--- src/rtl/mbx_pkg.sv ---
package mbx_pkg;
  localparam int ST_W   = 4;
  localparam int ST_VLD = 0;  // incoming word waiting
  localparam int ST_RDY = 1;  // outgoing queue has room
  localparam int ST_WOF = 2;  // sticky: write into full queue
  localparam int ST_ROE = 3;  // sticky: read from empty queue

  function automatic logic [ST_W-1:0] pack_status(input logic vld, input logic rdy,
                                                  input logic wof, input logic roe);
    logic [ST_W-1:0] s;
    s = '0;
    s[ST_VLD] = vld;
    s[ST_RDY] = rdy;
    s[ST_WOF] = wof;
    s[ST_ROE] = roe;
    return s;
  endfunction

  function automatic logic irq_of(input logic [ST_W-1:0] s);
    return s[ST_VLD] | s[ST_WOF] | s[ST_ROE];
  endfunction

  function automatic int wrap_inc(input int ptr, input int depth);
    return (ptr == depth - 1) ? 0 : ptr + 1;
  endfunction

  function automatic int occ_next(input int occ, input logic push, input logic pop);
    return occ + (push ? 1 : 0) - (pop ? 1 : 0);
  endfunction
endpackage

--- src/rtl/mbx_fifo.sv ---
module mbx_fifo
  import mbx_pkg::*;
#(
  parameter int DATA_W = 32,
  parameter int DEPTH  = 8,
  parameter int CNT_W  = $clog2(DEPTH + 1)
) (
  input  logic              clk,
  input  logic              rst_n,
  input  logic              push_req,
  input  logic [DATA_W-1:0] push_data,
  input  logic              pop_req,
  output logic [DATA_W-1:0] pop_data,
  output logic [CNT_W-1:0]  count,
  output logic              empty,
  output logic              full,
  output logic              push_ok,
  output logic              pop_ok,
  output logic              ovf_evt,
  output logic              udf_evt
);
  localparam int PTR_W = (DEPTH > 1) ? $clog2(DEPTH) : 1;

  logic [DATA_W-1:0] mem [DEPTH];
  logic [PTR_W-1:0]  wr_ptr, rd_ptr;

  assign empty   = (count == '0);
  assign full    = (count == CNT_W'(DEPTH));
  assign push_ok = push_req & ~full;
  assign ovf_evt = push_req & full;
  assign pop_ok  = pop_req & ~empty;
  assign udf_evt = pop_req & empty;

  assign pop_data = pop_ok ? mem[rd_ptr] : '0;

  always_ff @(posedge clk) begin
    if (push_ok) mem[wr_ptr] <= push_data;
  end

  always_ff @(posedge clk or negedge rst_n) begin
    if (!rst_n) begin
      wr_ptr <= '0;
      rd_ptr <= '0;
      count  <= '0;
    end else begin
      if (push_ok) wr_ptr <= PTR_W'(wrap_inc(int'(wr_ptr), DEPTH));
      if (pop_ok)  rd_ptr <= PTR_W'(wrap_inc(int'(rd_ptr), DEPTH));
      count <= CNT_W'(occ_next(int'(count), push_ok, pop_ok));
    end
  end
endmodule

--- src/rtl/mbx_port_status.sv ---
module mbx_port_status
  import mbx_pkg::*;
(
  input  logic            clk,
  input  logic            rst_n,
  input  logic            rx_empty,
  input  logic            tx_full,
  input  logic            ovf_evt,
  input  logic            udf_evt,
  input  logic            st_clr,
  output logic [ST_W-1:0] status,
  output logic            irq
);
  logic wof_q, roe_q;

  // a new event takes priority over a clear in the same cycle
  always_ff @(posedge clk or negedge rst_n) begin
    if (!rst_n) begin
      wof_q <= 1'b0;
      roe_q <= 1'b0;
    end else begin
      wof_q <= ovf_evt | (wof_q & ~st_clr);
      roe_q <= udf_evt | (roe_q & ~st_clr);
    end
  end

  assign status = pack_status(~rx_empty, ~tx_full, wof_q, roe_q);
  assign irq    = irq_of(status);
endmodule

--- src/rtl/xcore_mailbox.sv ---
module xcore_mailbox
  import mbx_pkg::*;
#(
  parameter int DATA_W = 32,
  parameter int DEPTH  = 8
) (
  input  logic              clk,
  input  logic              rst_n,
  input  logic              p0_tx_wr,
  input  logic [DATA_W-1:0] p0_tx_data,
  input  logic              p0_rx_rd,
  output logic [DATA_W-1:0] p0_rx_data,
  input  logic              p0_st_clr,
  output logic [3:0]        p0_status,
  output logic              p0_irq,
  input  logic              p1_tx_wr,
  input  logic [DATA_W-1:0] p1_tx_data,
  input  logic              p1_rx_rd,
  output logic [DATA_W-1:0] p1_rx_data,
  input  logic              p1_st_clr,
  output logic [3:0]        p1_status,
  output logic              p1_irq
);
  localparam int NP    = 2;
  localparam int CNT_W = $clog2(DEPTH + 1);

  // per-port views, index = port number
  logic [NP-1:0]             tx_wr, rx_rd, st_clr, irq_v;
  logic [NP-1:0][DATA_W-1:0] tx_data, rx_data;
  logic [NP-1:0][ST_W-1:0]   status;

  // per-queue signals, index = writing port
  logic [NP-1:0][CNT_W-1:0]  f_count;
  logic [NP-1:0][DATA_W-1:0] f_pop_data;
  logic [NP-1:0]             f_empty, f_full, f_push_ok, f_pop_ok, f_ovf, f_udf;

  assign tx_wr   = {p1_tx_wr, p0_tx_wr};
  assign rx_rd   = {p1_rx_rd, p0_rx_rd};
  assign st_clr  = {p1_st_clr, p0_st_clr};
  assign tx_data = {p1_tx_data, p0_tx_data};

  assign p0_rx_data = rx_data[0];
  assign p1_rx_data = rx_data[1];
  assign p0_status  = status[0];
  assign p1_status  = status[1];
  assign p0_irq     = irq_v[0];
  assign p1_irq     = irq_v[1];

  for (genvar g = 0; g < NP; g++) begin : g_lane
    // queue g: written by port g, read by the other port
    mbx_fifo #(.DATA_W(DATA_W), .DEPTH(DEPTH), .CNT_W(CNT_W)) u_fifo (
      .clk      (clk),
      .rst_n    (rst_n),
      .push_req (tx_wr[g]),
      .push_data(tx_data[g]),
      .pop_req  (rx_rd[NP-1-g]),
      .pop_data (f_pop_data[g]),
      .count    (f_count[g]),
      .empty    (f_empty[g]),
      .full     (f_full[g]),
      .push_ok  (f_push_ok[g]),
      .pop_ok   (f_pop_ok[g]),
      .ovf_evt  (f_ovf[g]),
      .udf_evt  (f_udf[g])
    );

    // port g: outgoing queue g, incoming queue NP-1-g
    assign rx_data[g] = f_pop_data[NP-1-g];

    mbx_port_status u_stat (
      .clk     (clk),
      .rst_n   (rst_n),
      .rx_empty(f_empty[NP-1-g]),
      .tx_full (f_full[g]),
      .ovf_evt (f_ovf[g]),
      .udf_evt (f_udf[NP-1-g]),
      .st_clr  (st_clr[g]),
      .status  (status[g]),
      .irq     (irq_v[g])
    );
  end
endmodule

--- config.mk ---
export PLATFORM = sky130hd
export DESIGN_NAME = xcore_mailbox
export DESIGN_NICKNAME = d
export VERILOG_FILES = /design/src/rtl/mbx_pkg.sv /design/src/rtl/mbx_fifo.sv /design/src/rtl/mbx_port_status.sv /design/src/rtl/xcore_mailbox.sv
export SDC_FILE = /design/constraint.sdc
export NUM_CORES = 1
export LEC_CHECK = 0
export ABC_AREA = 0
export BUFFER_PORTS_ARGS = -buffer_cell sky130_fd_sc_hd__buf_2
export CAP_MARGIN = 20
export CORE_MARGIN = 5
export CORE_UTILIZATION = 60
export CTS_CLUSTER_DIAMETER = 100
export DETAILED_ROUTE_END_ITERATION = 10
export PLACE_DENSITY = 0.86
export SLEW_MARGIN = 10
export SYNTH_ARGS = -nofsm -noshare
export SYNTH_HDL_FRONTEND = slang
export SYNTH_SLANG_ARGS = --single-unit
--- constraint.sdc ---
create_clock -name clk -period 6.4 [get_ports clk]
set_input_delay 0.96 -clock clk [delete_from_list [all_inputs] [get_ports clk]]
set_output_delay 0.96 -clock clk [all_outputs]
set_load 0.05 [all_outputs]
==> metrics.txt <==
post-layout instance count excluding filler cells around 1,600; number of gates given a new drive strength after cts 0; number of diodes 0; cell count after synthesis 894; CTS buffer count 50; insertion delay of the later-clocked pin in the worst-skew pair just under 0.6 ns; CTS hold repair buffers 0; required time worst endpoint 5.44 ns; clock skew 0.0120 ns; vias per cell 6.32; fraction of final layout cells sized beyond drive strength 1 0.353; biggest area contributors in the synthesized netlist edfxtp_1 74%, mux4_2 13%, dfrtp_1 2.9%; GP Congestion 0.737; Worst path slowest cell dfrtp_4; number of vias after detailed routing 9,874; proportion of synthesized chip area in sequential cells 0.772; initial antenna violation count 2; Detail Placement HPWL 22.8 mm; routed wire length per instance 28.5 µm; CTS tree yes; DIE AREA 0.0383 mm²; list of most frequent post-synthesis cells 512 x edfxtp_1, 118 x mux4_2, 64 x a22o_1; #FFs+latches synth 536; Max Cap Violations 0; die width 196 µm; final sum of negative setup slack 0 ns; global-route wire length before repair 67.0 mm; Yosys warning total 0; post-synth top area share 0.743; Cell Rows 68; remaining routing DRC violations 0; CTS sink count 536; starting density of the core 0.603; end-of-flow core utilization 0.686; most frequent cell after synthesis edfxtp_1; remaining global-route overflow 0; CP Class reg2out; slew margin rel. 0.332; peak clock frequency supported by timing approximately 0.24 GHz; period utilization 0.662; final critical delay including setup and external delays roughly 4.2 ns; Iter 0 DRT Violations 940; largest driver fanout on the critical path 35; netlist area before placement 0.0207 mm²; crit path cell chain buf_4 -> mux4_1 -> a22o_1 -> buf_2; die span in y about 200 µm; root buffer selected by CTS clkbuf_16; clock transition at the registers of the reported paths 0.07 ns; post-placement cell count around 1,500; Final Routed Wirelength between 40 and 50 mm; final number of setup-violating endpoints 0; leading register cell type out of synthesis edfxtp_1; Boundary Pins 146; number of buffers on the longest clock path 3; count of buffers added by post-CTS timing repair for setup 0; count of buffering cells on the critical path with inverters included 2; vias in the first global route 10,500; unrepaired setup endpoints after global routing false; Post-layout nets 1,159; worst min-delay path class in2async; max-slew violation count 0; area of the placeable core 0.0343 mm²; post-route antenna net violation count 0; Port Buf Inserts 145; length of the first detailed-routing pass in iterations 5; share of flip-flops with an asynchronous set or reset after synthesis 0.0448; H-tree Lvls 2; worst supply voltage drop on vdd 0.000442 V; largest net degree at the start of global routing 67; number of library cell types mapped by synthesis 38; Area Overhead vs Synth 13.6%; static power due to leakage 8.00 nW; Critical Path Start Type flip-flop; hold violation total from the final report 0; arrival time reported for the critical path endpoint 3.28 ns; delay of the slowest critical-path stage 0.83 ns; Worst path top cell family by delay buffers and inverters; status complete, no violations; Final WS setup roughly 2.2 ns; pre-CTS setup slack 2.74 ns; Worst Setup End Kind output port; Worst-Margin Slew 1.00 ns; count of flip-flops with a built-in enable after synthesis 512; most area-hungry cell type in the Yosys netlist edfxtp_1; syn_area_per_cell around 23 µm²; GRT Overall Usage 0.234; Syn Nets 987; power density normalized to cell area 481 mW/mm²
flip-flops by register name (all words and copies together) (netlist names):
signal and flops:
g_lane.u_fifo.mem 512, g_lane.u_stat.roe_q 2, g_lane.u_fifo.rd_ptr 6, g_lane.u_fifo.count 8, g_lane.u_stat.wof_q 2, g_lane.u_fifo.wr_ptr 6
report_power, final:
| part | leakage, nW | total [mW] | switching (mW) | internal (mW) |
|---|---|---|---|---|
| clock network | 0.770 | 2.93 | 1.28 | 1.65 |
| logic | 2.29 | 3.55 | 2.20 | 1.35 |
| registers | 4.93 | 4.83 | 0.383 | 4.44 |
placed cells by master (no fill, tap or decap), drive strengths merged, types with 11 or more instances in the layout:
cell type and n:
a22o 64, clkinv 22, dfrtp 24, mux4 128
ha 19, inv 27, mux2 11, edfxtp 512
buf 168, clkbuf 60
final timing paths:
kind,to,cells after the start,slack [ns],start
max,p0_rx_data[0],4,2.16,g_lane[1].u_fifo.rd_ptr[0]
min,g_lane[1].u_fifo.count[1],1,0.37,rst_n
max reg2reg,g_lane[0].u_fifo.count[2],12,3.98,g_lane[0].u_fifo.count[2]
min reg2reg,g_lane[0].u_stat.roe_q,2,0.56,g_lane[0].u_stat.roe_q
max in group asynchronous,g_lane[1].u_fifo.rd_ptr[0],1,5.60,rst_n
min in group clk,g_lane[0].u_stat.roe_q,2,0.56,g_lane[0].u_stat.roe_q
cell type report:
cell class              instances  area [µm²]
inverters                      25        93.8
well taps                     455         569
flip-flops and latches        536       16000
fillers                      1951       10800
clock inverters                33         313
clock buffers                  60        1290
multi-input cells             285        4360
repair buffers                168         898
per-stage QoR:
stage / power, mW / hold slack (ns) / instance area, µm²
floorplan: 7.58 / 0.533 / 20700
global placement: 8.28 / 0.540 / 21900
detailed placement: 8.41 / 0.548 / 21900
CTS: 11.4 / 0.363 / 23500
global route: 11.8 / 0.413 / 23500
finish: 11.3 / 0.367 / 23500
logic make-up after synthesis:
kind of cell	Yosys count	synth area share
AOI/OAI and AO/OA	75	0.0302
xor gates and xnor gates	4	0.00169
adders and majority gates	21	0.0134
buffers and inverters	73	0.0224
DFF	536	0.772
muxes	139	0.147
and+or+nand+nor	46	0.0129
per-layer routing:
| layer | global-route usage | share of wire |
|---|---|---|
| met4 | 0.0644 | 0.023 |
| met5 | 0 | 0.00049 |
| met3 | 0.0484 | 0.078 |
| met1 | 0.303 | 0.36 |
| met2 | 0.411 | 0.54 |
Power figures use the tool's default switching activity.
